**src/rtl/gsel_pkg.sv**
```systemverilog
package gsel_pkg;
  typedef struct packed {
    logic initWr;  // load one row with initial counters
    logic updWr;   // apply a resolved outcome
    logic predEn;  // prediction output allowed
  } ctrlStrb_t;
endpackage

```
**src/rtl/gsel_ctrl.sv**
```systemverilog
module gsel_ctrl
  import gsel_pkg::*;
#(
  parameter int ROWS  = 128,
  localparam int ROW_W = $clog2(ROWS)
) (
  input  logic             clk,
  input  logic             rstN,
  input  logic             updValid,
  output ctrlStrb_t        strb,
  output logic [ROW_W-1:0] sweepRow,
  output logic             busy
);
  logic busyQ;
  logic [ROW_W-1:0] rowCnt;

  always_ff @(posedge clk or negedge rstN) begin
    if (!rstN) begin
      busyQ  <= 1'b1;
      rowCnt <= '0;
    end else if (busyQ) begin
      rowCnt <= rowCnt + 1'b1;
      if (rowCnt == ROW_W'(ROWS - 1)) busyQ <= 1'b0;
    end
  end

  always_comb begin
    strb.initWr = busyQ;
    strb.updWr  = updValid && !busyQ;
    strb.predEn = !busyQ;
  end

  assign sweepRow = rowCnt;
  assign busy     = busyQ;
endmodule

```
**src/rtl/gsel_datapath.sv**
```systemverilog
module gsel_datapath
  import gsel_pkg::*;
#(
  parameter int HIST_W   = 3,
  parameter int CTR_W    = 2,
  parameter int CTR_INIT = 1,
  parameter int ROWS     = 128,
  localparam int ROW_W = $clog2(ROWS),
  localparam int COLS  = 1 << HIST_W
) (
  input  logic              clk,
  input  logic              rstN,
  input  ctrlStrb_t         strb,
  input  logic [ROW_W-1:0]  sweepRow,
  input  logic [ROW_W-1:0]  predRow,
  input  logic [ROW_W-1:0]  updRow,
  input  logic              updTaken,
  output logic              predTaken,
  output logic [HIST_W-1:0] histQ
);
  localparam logic [CTR_W-1:0] CTR_MAX = {CTR_W{1'b1}};

  logic [CTR_W-1:0] tbl [ROWS][COLS];
  logic [CTR_W-1:0] curCtr, nextCtr;
  logic [HIST_W:0]  histWide;

  always_comb begin
    curCtr  = tbl[updRow][histQ];
    nextCtr = curCtr;
    if (updTaken && curCtr != CTR_MAX)      nextCtr = curCtr + 1'b1;
    else if (!updTaken && curCtr != '0)     nextCtr = curCtr - 1'b1;
  end

  always_ff @(posedge clk) begin
    if (strb.initWr) begin
      for (int c = 0; c < COLS; c++) tbl[sweepRow][c] <= CTR_W'(CTR_INIT);
    end else if (strb.updWr) begin
      tbl[updRow][histQ] <= nextCtr;
    end
  end

  assign histWide = {histQ, updTaken};

  always_ff @(posedge clk or negedge rstN) begin
    if (!rstN)            histQ <= '0;
    else if (strb.updWr)  histQ <= histWide[HIST_W-1:0];
  end

  assign predTaken = strb.predEn && tbl[predRow][histQ][CTR_W-1];
endmodule

```
**src/rtl/gselect_predictor.sv**
```systemverilog
module gselect_predictor
  import gsel_pkg::*;
#(
  parameter int PC_W     = 32,
  parameter int HIST_W   = 3,
  parameter int CTR_W    = 2,
  parameter int CTR_INIT = 1,
  parameter int ROWS     = 128,
  localparam int ROW_W = $clog2(ROWS)
) (
  input  logic            clk,
  input  logic            rstN,
  input  logic [PC_W-1:0] predPc,
  output logic            predTaken,
  input  logic            updValid,
  input  logic [PC_W-1:0] updPc,
  input  logic            updTaken,
  output logic            busy
);
  ctrlStrb_t         strb;
  logic [ROW_W-1:0]  sweepRow;
  logic [ROW_W-1:0]  predRow, updRow;
  logic [HIST_W-1:0] histQ;
  logic              unusedPcBits;

  assign predRow = predPc[2 +: ROW_W];
  assign updRow  = updPc[2 +: ROW_W];
  assign unusedPcBits = ^{predPc[1:0], predPc[PC_W-1:ROW_W+2],
                          updPc[1:0], updPc[PC_W-1:ROW_W+2]};

  gsel_ctrl #(.ROWS(ROWS)) u_ctrl (
    .clk(clk), .rstN(rstN), .updValid(updValid),
    .strb(strb), .sweepRow(sweepRow), .busy(busy)
  );

  gsel_datapath #(.HIST_W(HIST_W), .CTR_W(CTR_W), .CTR_INIT(CTR_INIT), .ROWS(ROWS)) u_dp (
    .clk(clk), .rstN(rstN), .strb(strb), .sweepRow(sweepRow),
    .predRow(predRow), .updRow(updRow), .updTaken(updTaken),
    .predTaken(predTaken), .histQ(histQ)
  );
endmodule

```
**config.mk**
```make
export PLATFORM = sky130hd
export DESIGN_NAME = gselect_predictor
export DESIGN_NICKNAME = d
export VERILOG_FILES = /design/src/rtl/gsel_pkg.sv /design/src/rtl/gsel_ctrl.sv /design/src/rtl/gsel_datapath.sv /design/src/rtl/gselect_predictor.sv
export SDC_FILE = /design/constraint.sdc
export NUM_CORES = 2
export LEC_CHECK = 0
export ABC_AREA = 0
export BUFFER_PORTS_ARGS = -buffer_cell sky130_fd_sc_hd__buf_2
export CAP_MARGIN = 20
export CORE_MARGIN = 1
export CORE_UTILIZATION = 40
export CTS_BUF_LIST = sky130_fd_sc_hd__clkbuf_2
export DETAILED_ROUTE_END_ITERATION = 6
export PLACE_DENSITY = 0.52
export SETUP_SLACK_MARGIN = 0.4
export SYNTH_ARGS = -nofsm -noshare
export SYNTH_HDL_FRONTEND = slang
export SYNTH_SLANG_ARGS = --single-unit
```
**constraint.sdc**
```tcl
create_clock -name clk -period 46.6 [get_ports clk]
set_clock_uncertainty 0.2 [all_clocks]
set_input_delay 2.33 -clock clk [delete_from_list [all_inputs] [get_ports clk]]
set_output_delay 2.33 -clock clk [all_outputs]
set_load 0.05 [all_outputs]
```
# Word level (Yosys, flattened, before mapping)
# Memories as Yosys holds them, arrays and structs flattened.
# Cells that the tools add are included.
[word_totals]
reg_bits = 11
latchBits = 0
ram_bits = 2048
romBits = 0
input_bits = 68
word_cells = 41
memories = 1
[op_classes]
n_addsub = 3
n_mul = 0
div_mod_pow = 0
n_lt_le_gt_ge = 2
eq_ne = 2
n_shift = 0
n_mux = 20
n_bitwise = 1
reduce_logical = 9
[mem_list]
columns = ["name", "words", "width", "rd", "rd_ports_with_merged_regs", "write_ports", "line_no", "rtl"]
rows = [
  ["u_dp.tbl", 128, 16, 2, 0, 1, "gsel_datapath.sv:23", "logic [CTR_W-1:0] tbl [ROWS][COLS];"],
]
[op_table]
columns = ["operator", "count"]
rows = [
  ["$mux W16", 3],
  ["$reduce_or A16 Y1", 1],
  ["$mux W2", 7],
  ["$bmux W2 S3", 2],
  ["$add A7 B1 Y7 const B", 1],
  ["$eq A7 B7 Y1 const B", 1],
  ["$mux W7", 1],
  ["$demux W2 S3", 1],
  ["$mux W1", 6],
  ["$logic_and A1 B1 Y1", 5],
  ["$ge A4 B4 Y1 const B", 1],
  ["$lt A4 B1 Y1 const B", 1],
  ["$not A3 Y4", 1],
  ["$add A2 B1 Y2 const B", 1],
  ["$logic_not A1 Y1", 2],
  ["$ne A2 B2 Y1 const B", 1],
  ["$reduce_bool A2 Y1", 1],
  ["$sub A2 B1 Y2 const B", 1],
]

# Depth between registers and ports, before layout
[depth]
ltp_word = 9
ltp_mapped = 19

# Hierarchy
# Synthesis repeated with hierarchy kept, for this count alone.
[hier_totals]
cells_unflattened = 5173
area_unflattened_um2 = 92078.3
[by_module_without_submodules]
columns = ["module", "instances", "cells_each", "area_each_um2", "seq_area_each_um2"]
rows = [
  ["gsel_datapath", 1, 5142, 91713.0, 61574.1],
  ["gsel_ctrl", 1, 31, 365.4, 201.4],
]

# Worst setup path before layout
# Ideal clock, no wire load.
[synth_timing]
path_type = "input port to flip-flop"
startpoint = "input updPc[3]"
endpoint = "memory u_dp.tbl[0][0] (netlist bit) (data pin)"
setup_time_ns = 5.917
arrival_ns = 33.504
required_time_ns = 40.483
path_slack_ns = 6.979
cell_stages = 15
path_buffers = 4
cell_sequence = "buf_4 buf_4 buf_2 buf_1 mux4_2 a221oi_1 o22ai_1 o31a_1 o2111ai_2 o311ai_4 inv_1 ha_1 mux2i_1 and2_1 mux2i_1"
[synth_between]
elab_chain_cells = 9
elab_cells_between_ends = 13
cone_classes = "add/sub (2); eq/ne (1); mux (6); reduce/logical (3); memory (1)"
[synth_rtl]
columns = ["element", "line_no", "rtl"]
rows = [
  ["start, declared", "gselect_predictor.sv:16", "input logic [PC_W-1:0] updPc,"],
  ["$mem_v2 Z128 W16 (*)", "--", ""],
  ["$bmux W2 S3 (*)", "gsel_datapath.sv:28", "curCtr = tbl[updRow][histQ];"],
  ["$mux W2 (not written as such) (*) (2 in series)", "gsel_datapath.sv:28", ""],
  ["branches (longest 3 deep; another with $sub A2 B1 Y2)", "--", ""],
  ["$mux W2 (*)", "gsel_datapath.sv:30", "if (updTaken && curCtr != CTR_MAX) nextCtr = curCtr + 1'b1;"],
  ["$mux W16 (no source line) (*)", "--", ""],
  ["end, declared", "gsel_datapath.sv:23", ""],
]
# Every way passes the cells marked *. The select of a mux whose other input is x is not followed.

# Worst setup path in the final report
[layout_timing]
startpoint = "input predPc[2]"
endpoint = "output predTaken"
[layout_between]
elab_chain_cells = 5
[layout_rtl]
columns = ["element", "line_no", "rtl"]
rows = [
  ["start, declared", "gselect_predictor.sv:13", "input logic [PC_W-1:0] predPc,"],
  ["$mem_v2 Z128 W16", "--", ""],
  ["$bmux W2 S3", "gsel_datapath.sv:49", "assign predTaken = strb.predEn && tbl[predRow][histQ][CTR_W-1];"],
  ["$mux W2 (not written as such) (2 in series)", "gsel_datapath.sv:49", ""],
  ["$logic_and A1 B1 Y1", "gsel_datapath.sv:49", ""],
  ["end, declared", "gselect_predictor.sv:14", "output logic predTaken,"],
]
# Every way passes these cells. The select of a mux whose other input is x is not followed.

==> flow_summary.html <==
<table>
<tr><th>Metric</th><th>Value</th></tr>
<tr><th colspan="2">Yosys</th></tr>
<tr><td>Synthesized netlist cell count</td><td>5365</td></tr>
<tr><td>Ys Warns</td><td>0</td></tr>
<tr><td>Prevailing post-synth register cell</td><td>edfxtp_1</td></tr>
<tr><td>Register area share after synthesis</td><td>66.5%</td></tr>
<tr><td>Netlist cell types</td><td>77</td></tr>
<tr><td>Top cells by area in the synthesized netlist</td><td>edfxtp_1, mux4_2, nor2_1</td></tr>
<tr><td>Number of synthesized flops with an enable pin</td><td>2048</td></tr>
<tr><td>Fraction of synthesized cell area taken by the top area cell type</td><td>66.2%</td></tr>
<tr><td>Seq cells post-synth</td><td>2059</td></tr>
<tr><td>Share of synthesized registers carrying an async set or reset</td><td>0.534%</td></tr>
<tr><td>Synthesized cell area</td><td>92900 um2</td></tr>
<tr><td>Synthesized net count</td><td>5436</td></tr>
<tr><td>Post-synthesis cell type with the largest combined area</td><td>edfxtp_1</td></tr>
<tr><td>Post-Synthesis Mean Instance Area</td><td>17.3 um2</td></tr>
<tr><th colspan="2">STA</th></tr>
<tr><td>Clock period minus worst slack</td><td>10.80 ns</td></tr>
<tr><td>Worst hold-check slack</td><td>0.366 ns</td></tr>
<tr><td>Total Negative Setup Slacks</td><td>0 ns</td></tr>
<tr><td>Slew Limit Headroom</td><td>13.2%</td></tr>
<tr><td>Setup-violating endpoint count in the final report</td><td>0</td></tr>
<tr><td>Share of the clock period used by the worst path after layout</td><td>23.2%</td></tr>
<tr><td>Final hold vios</td><td>0</td></tr>
<tr><td>Actual slew at the worst max-slew pin</td><td>1.29 ns</td></tr>
<tr><td>Unrepaired setup endpoints after global routing</td><td>false</td></tr>
<tr><td>Timing-limited maximum frequency</td><td>92.6 MHz</td></tr>
<tr><td>Final number of max-transition violations</td><td>0</td></tr>
<tr><th colspan="2">Worst hold path</th></tr>
<tr><td>Class of the most critical hold timing path</td><td>reg2reg</td></tr>
<tr><th colspan="2">Place</th></tr>
<tr><td>Number of buffers inserted by port buffering</td><td>19</td></tr>
<tr><td>Final weighted congestion in routability-driven placement</td><td>0.878</td></tr>
<tr><td>Post-detailed-placement half-perimeter wirelength</td><td>198 mm</td></tr>
<tr><td>Placement Cell Area</td><td>96100 um2</td></tr>
<tr><th colspan="2">Clocking</th></tr>
<tr><td>CTS max path bufs</td><td>4</td></tr>
<tr><td>Clock input transition at the sequential cells of the worst setup and hold paths</td><td>0.12 ns</td></tr>
<tr><td>CTS tree</td><td>done</td></tr>
<tr><td>Number of buffers created by CTS</td><td>565</td></tr>
<tr><td>Clock latency of the later-clocked register in the worst-skew pair</td><td>1.90 ns</td></tr>
<tr><td>Root buf cell</td><td>clkbuf_2</td></tr>
<tr><td>Maximum level of the CTS H-tree</td><td>6</td></tr>
<tr><td>Count of clock tree sinks</td><td>2059</td></tr>
<tr><td>Gates resized, CTS repair</td><td>0</td></tr>
<tr><th colspan="2">Routing</th></tr>
<tr><td>Antenna violation net count after detailed routing</td><td>0</td></tr>
<tr><td>Iteration-0 DRC count of the detailed router</td><td>7622</td></tr>
<tr><td>DRC viols</td><td>0</td></tr>
<tr><td>Drt via density</td><td>6.36</td></tr>
<tr><td>Routed length per placed instance</td><td>36.8 um</td></tr>
<tr><td>First-pass iteration count of the detailed router</td><td>5</td></tr>
<tr><td>Vias after detailed routing</td><td>57695</td></tr>
<tr><td>Total length of routed wires</td><td>334 mm</td></tr>
<tr><th colspan="2">GRT</th></tr>
<tr><td>Global-route usage over all layers</td><td>28.3%</td></tr>
<tr><td>GRT overflow</td><td>0</td></tr>
<tr><td>GR peak layer</td><td>met2</td></tr>
<tr><td>Number of antenna violations at the first check in global routing</td><td>28</td></tr>
<tr><td>Number of global-route vias before repair</td><td>57857</td></tr>
<tr><td>Global routing usage on met1</td><td>38.7%</td></tr>
<tr><td>Global-route track usage on met2</td><td>42.6%</td></tr>
<tr><td>Pin count of the biggest net entering global routing</td><td>262</td></tr>
<tr><td>Met3 track demand over resource</td><td>7.17%</td></tr>
<tr><td>First-pass GRT wire length</td><td>460 mm</td></tr>
<tr><th colspan="2">Flow run</th></tr>
<tr><td>Maxcap violations</td><td>0</td></tr>
<tr><th colspan="2">Cells and area</th></tr>
<tr><td>Most used cells in the layout excluding fill and tap cells</td><td>edfxtp_1, nor2_1, clkbuf_2, mux4_2, nand2_1</td></tr>
<tr><td>Number of nets in the layout</td><td>5741</td></tr>
<tr><td>Layout cell share with drive strength beyond 1</td><td>31.8%</td></tr>
<tr><td>Summed area of non-filler cells in the final layout</td><td>101000 um2</td></tr>
<tr><td>Commonest non-fill, non-tap cell in the layout</td><td>edfxtp_1</td></tr>
<tr><td>Area growth from synthesis to final layout</td><td>8.54%</td></tr>
<tr><td>Layout filler cell count</td><td>20820</td></tr>
<tr><td>Final core area utilization</td><td>43.8%</td></tr>
<tr><th colspan="2">Setup path</th></tr>
<tr><td>Data arrival time of the worst path</td><td>8.27 ns</td></tr>
<tr><td>Critical Setup Path Class</td><td>in2out</td></tr>
<tr><td>Crit path max fanout</td><td>72</td></tr>
<tr><td>Crit end category</td><td>output pin</td></tr>
<tr><td>Critical path launch point type</td><td>input port</td></tr>
<tr><td>Worst endpoint required time</td><td>44.07 ns</td></tr>
<tr><th colspan="2">Pwr</th></tr>
<tr><td>Leakage</td><td>31.1 nW</td></tr>
<tr><td>Power per unit of standard cell area</td><td>38.8 nW/um2</td></tr>
<tr><td>Design Power</td><td>3.91 mW</td></tr>
<tr><td>Max VDD drop</td><td>0.0461 mV</td></tr>
<tr><th colspan="2">Floorplan</th></tr>
<tr><td>Area of the core</td><td>230000 um2</td></tr>
<tr><td>Row Count</td><td>176</td></tr>
<tr><td>Full die area</td><td>234000 um2</td></tr>
<tr><td>Vertical die dimension</td><td>484 um</td></tr>
<tr><td>Initial cell density of the core</td><td>40.3%</td></tr>
<tr><td>Width of the die</td><td>484 um</td></tr>
<tr><td>Num ports</td><td>70</td></tr>
<tr><th colspan="2">Outcome</th></tr>
<tr><td>Status</td><td>completed</td></tr>
</table>
==> final cells by class <==
cell class	instances	area, um2	share of cell area, %
Clock inverter	132	601	0.596
Sequential cell	2059	61800	61.3
Tap cell	3026	3790	3.76
Inverter	11	46.3	0.0459
Antenna cell	21	52.6	0.0521
Timing Repair Buffer	184	1620	1.60
Multi-Input combinational cell	2849	28900	28.7
Clock buffer	794	3970	3.94
==> power by group <==
| part | switching (mW) | internal [mW] |
|---|---|---|
| Clock | 0.781 | 0.469 |
| Combinational | 0.352 | 0.105 |
| Sequential | 0.00103 | 2.20 |
| Total | 1.13 | 2.78 |
==> routing by layer <==
metal  share of wire [%]  wire length, um
met5               0.036              121
met4                 4.6            15400
met3                  10            35000
met2                  45           151000
met1                  40           132000
==> through the flow <==
stage | worst slack, ns | std cells
after CTS | 35.68 | 9053
final | 35.80 | 9076
after detailed placement | 34.33 | 8126
after global routing | 35.44 | 9068
after floorplan | 6.98 | 5365
after global placement | 34.44 | 8122
==> repair_timing <==
action | 4_1_cts | 5_1_grt
hold buffers | 1 | 0
buffers inserted | 0 | 0
endpoints found under the hold margin | 10 | 0
==> flip-flops by register name, summed over array words and instances (netlist names) <==
name and count:
u_dp.tbl 2048, u_ctrl.sweepRow 7, u_ctrl.busy 1, u_dp.histQ 3
==> worst max-delay path: stages <==
cell and delay [ns]:
buf_8 0.55, buf_4 0.67, buf_12 0.54, buf_4 0.71
mux4_2 0.62, mux4_2 0.55, a22oi_1 0.18, a21oi_1 0.10
or3_1 0.49, o311ai_0 0.27, o311ai_1 0.58, buf_2 0.38
==> cells by family (layout without fill, tap and decap cells) <==
kind of cell / after synthesis / count (layout) / share of synthesized area (%)
AOI/OAI and AO/OA: 406 / 406 / 3.21
muxes: 927 / 927 / 20.8
buffers and inverters: 457 / 1121 / 2.69
DFF: 2059 / 2059 / 66.5
xor gates and xnor gates: 6 / 6 / 0.0566
and+or+nand+nor: 1507 / 1507 / 6.66
other: 0 / 21 / 0
adders and majority gates: 3 / 3 / 0.0404
==> worst paths after layout <==
check                                                    start                              to  slack [ns]  depth (start not counted)
worst max-delay path                                 predPc[2]                       predTaken       35.80                         12
worst min-delay path            u_ctrl.sweepRow[4]$_DFFE_PN0P_  u_ctrl.sweepRow[4]$_DFFE_PN0P_        0.37                          1
worst max register to register       u_dp.histQ[0]$_DFFE_PN0P_       u_dp.tbl[16][6]$_DFFE_PP_       38.63                         16
worst min register to register  u_ctrl.sweepRow[4]$_DFFE_PN0P_  u_ctrl.sweepRow[4]$_DFFE_PN0P_        0.37                          1
max in group asynchronous                                 rstN           u_ctrl.busy$_DFF_PN1_       45.11                          2
min in group asynchronous                                 rstN  u_ctrl.sweepRow[1]$_DFFE_PN0P_        0.81                          2
==> cells in the mapped netlist (all sizes together) (6+ instances only) <==
cell / n
a2111oi: 8
and2: 13
buf: 223
dfrtp: 10
o31ai: 8
o22ai: 39
mux2i: 100
o31a: 6
nand4: 15
a221oi: 15
nand3: 55
nor2b: 43
and3: 6
nor2: 1043
clkbuf: 223
mux2: 30
o311ai: 6
nand3b: 10
a31oi: 13
nor3: 50
nor4: 15
a22oi: 101
edfxtp: 2048
a32oi: 6
a211oi: 36
inv: 11
nand2b: 23
a311oi: 8
mux4: 797
a21oi: 59
o21ai: 26
o211ai: 13
nand2: 214
a22o: 13
No activity file was read; power rests on OpenSTA's default activity.
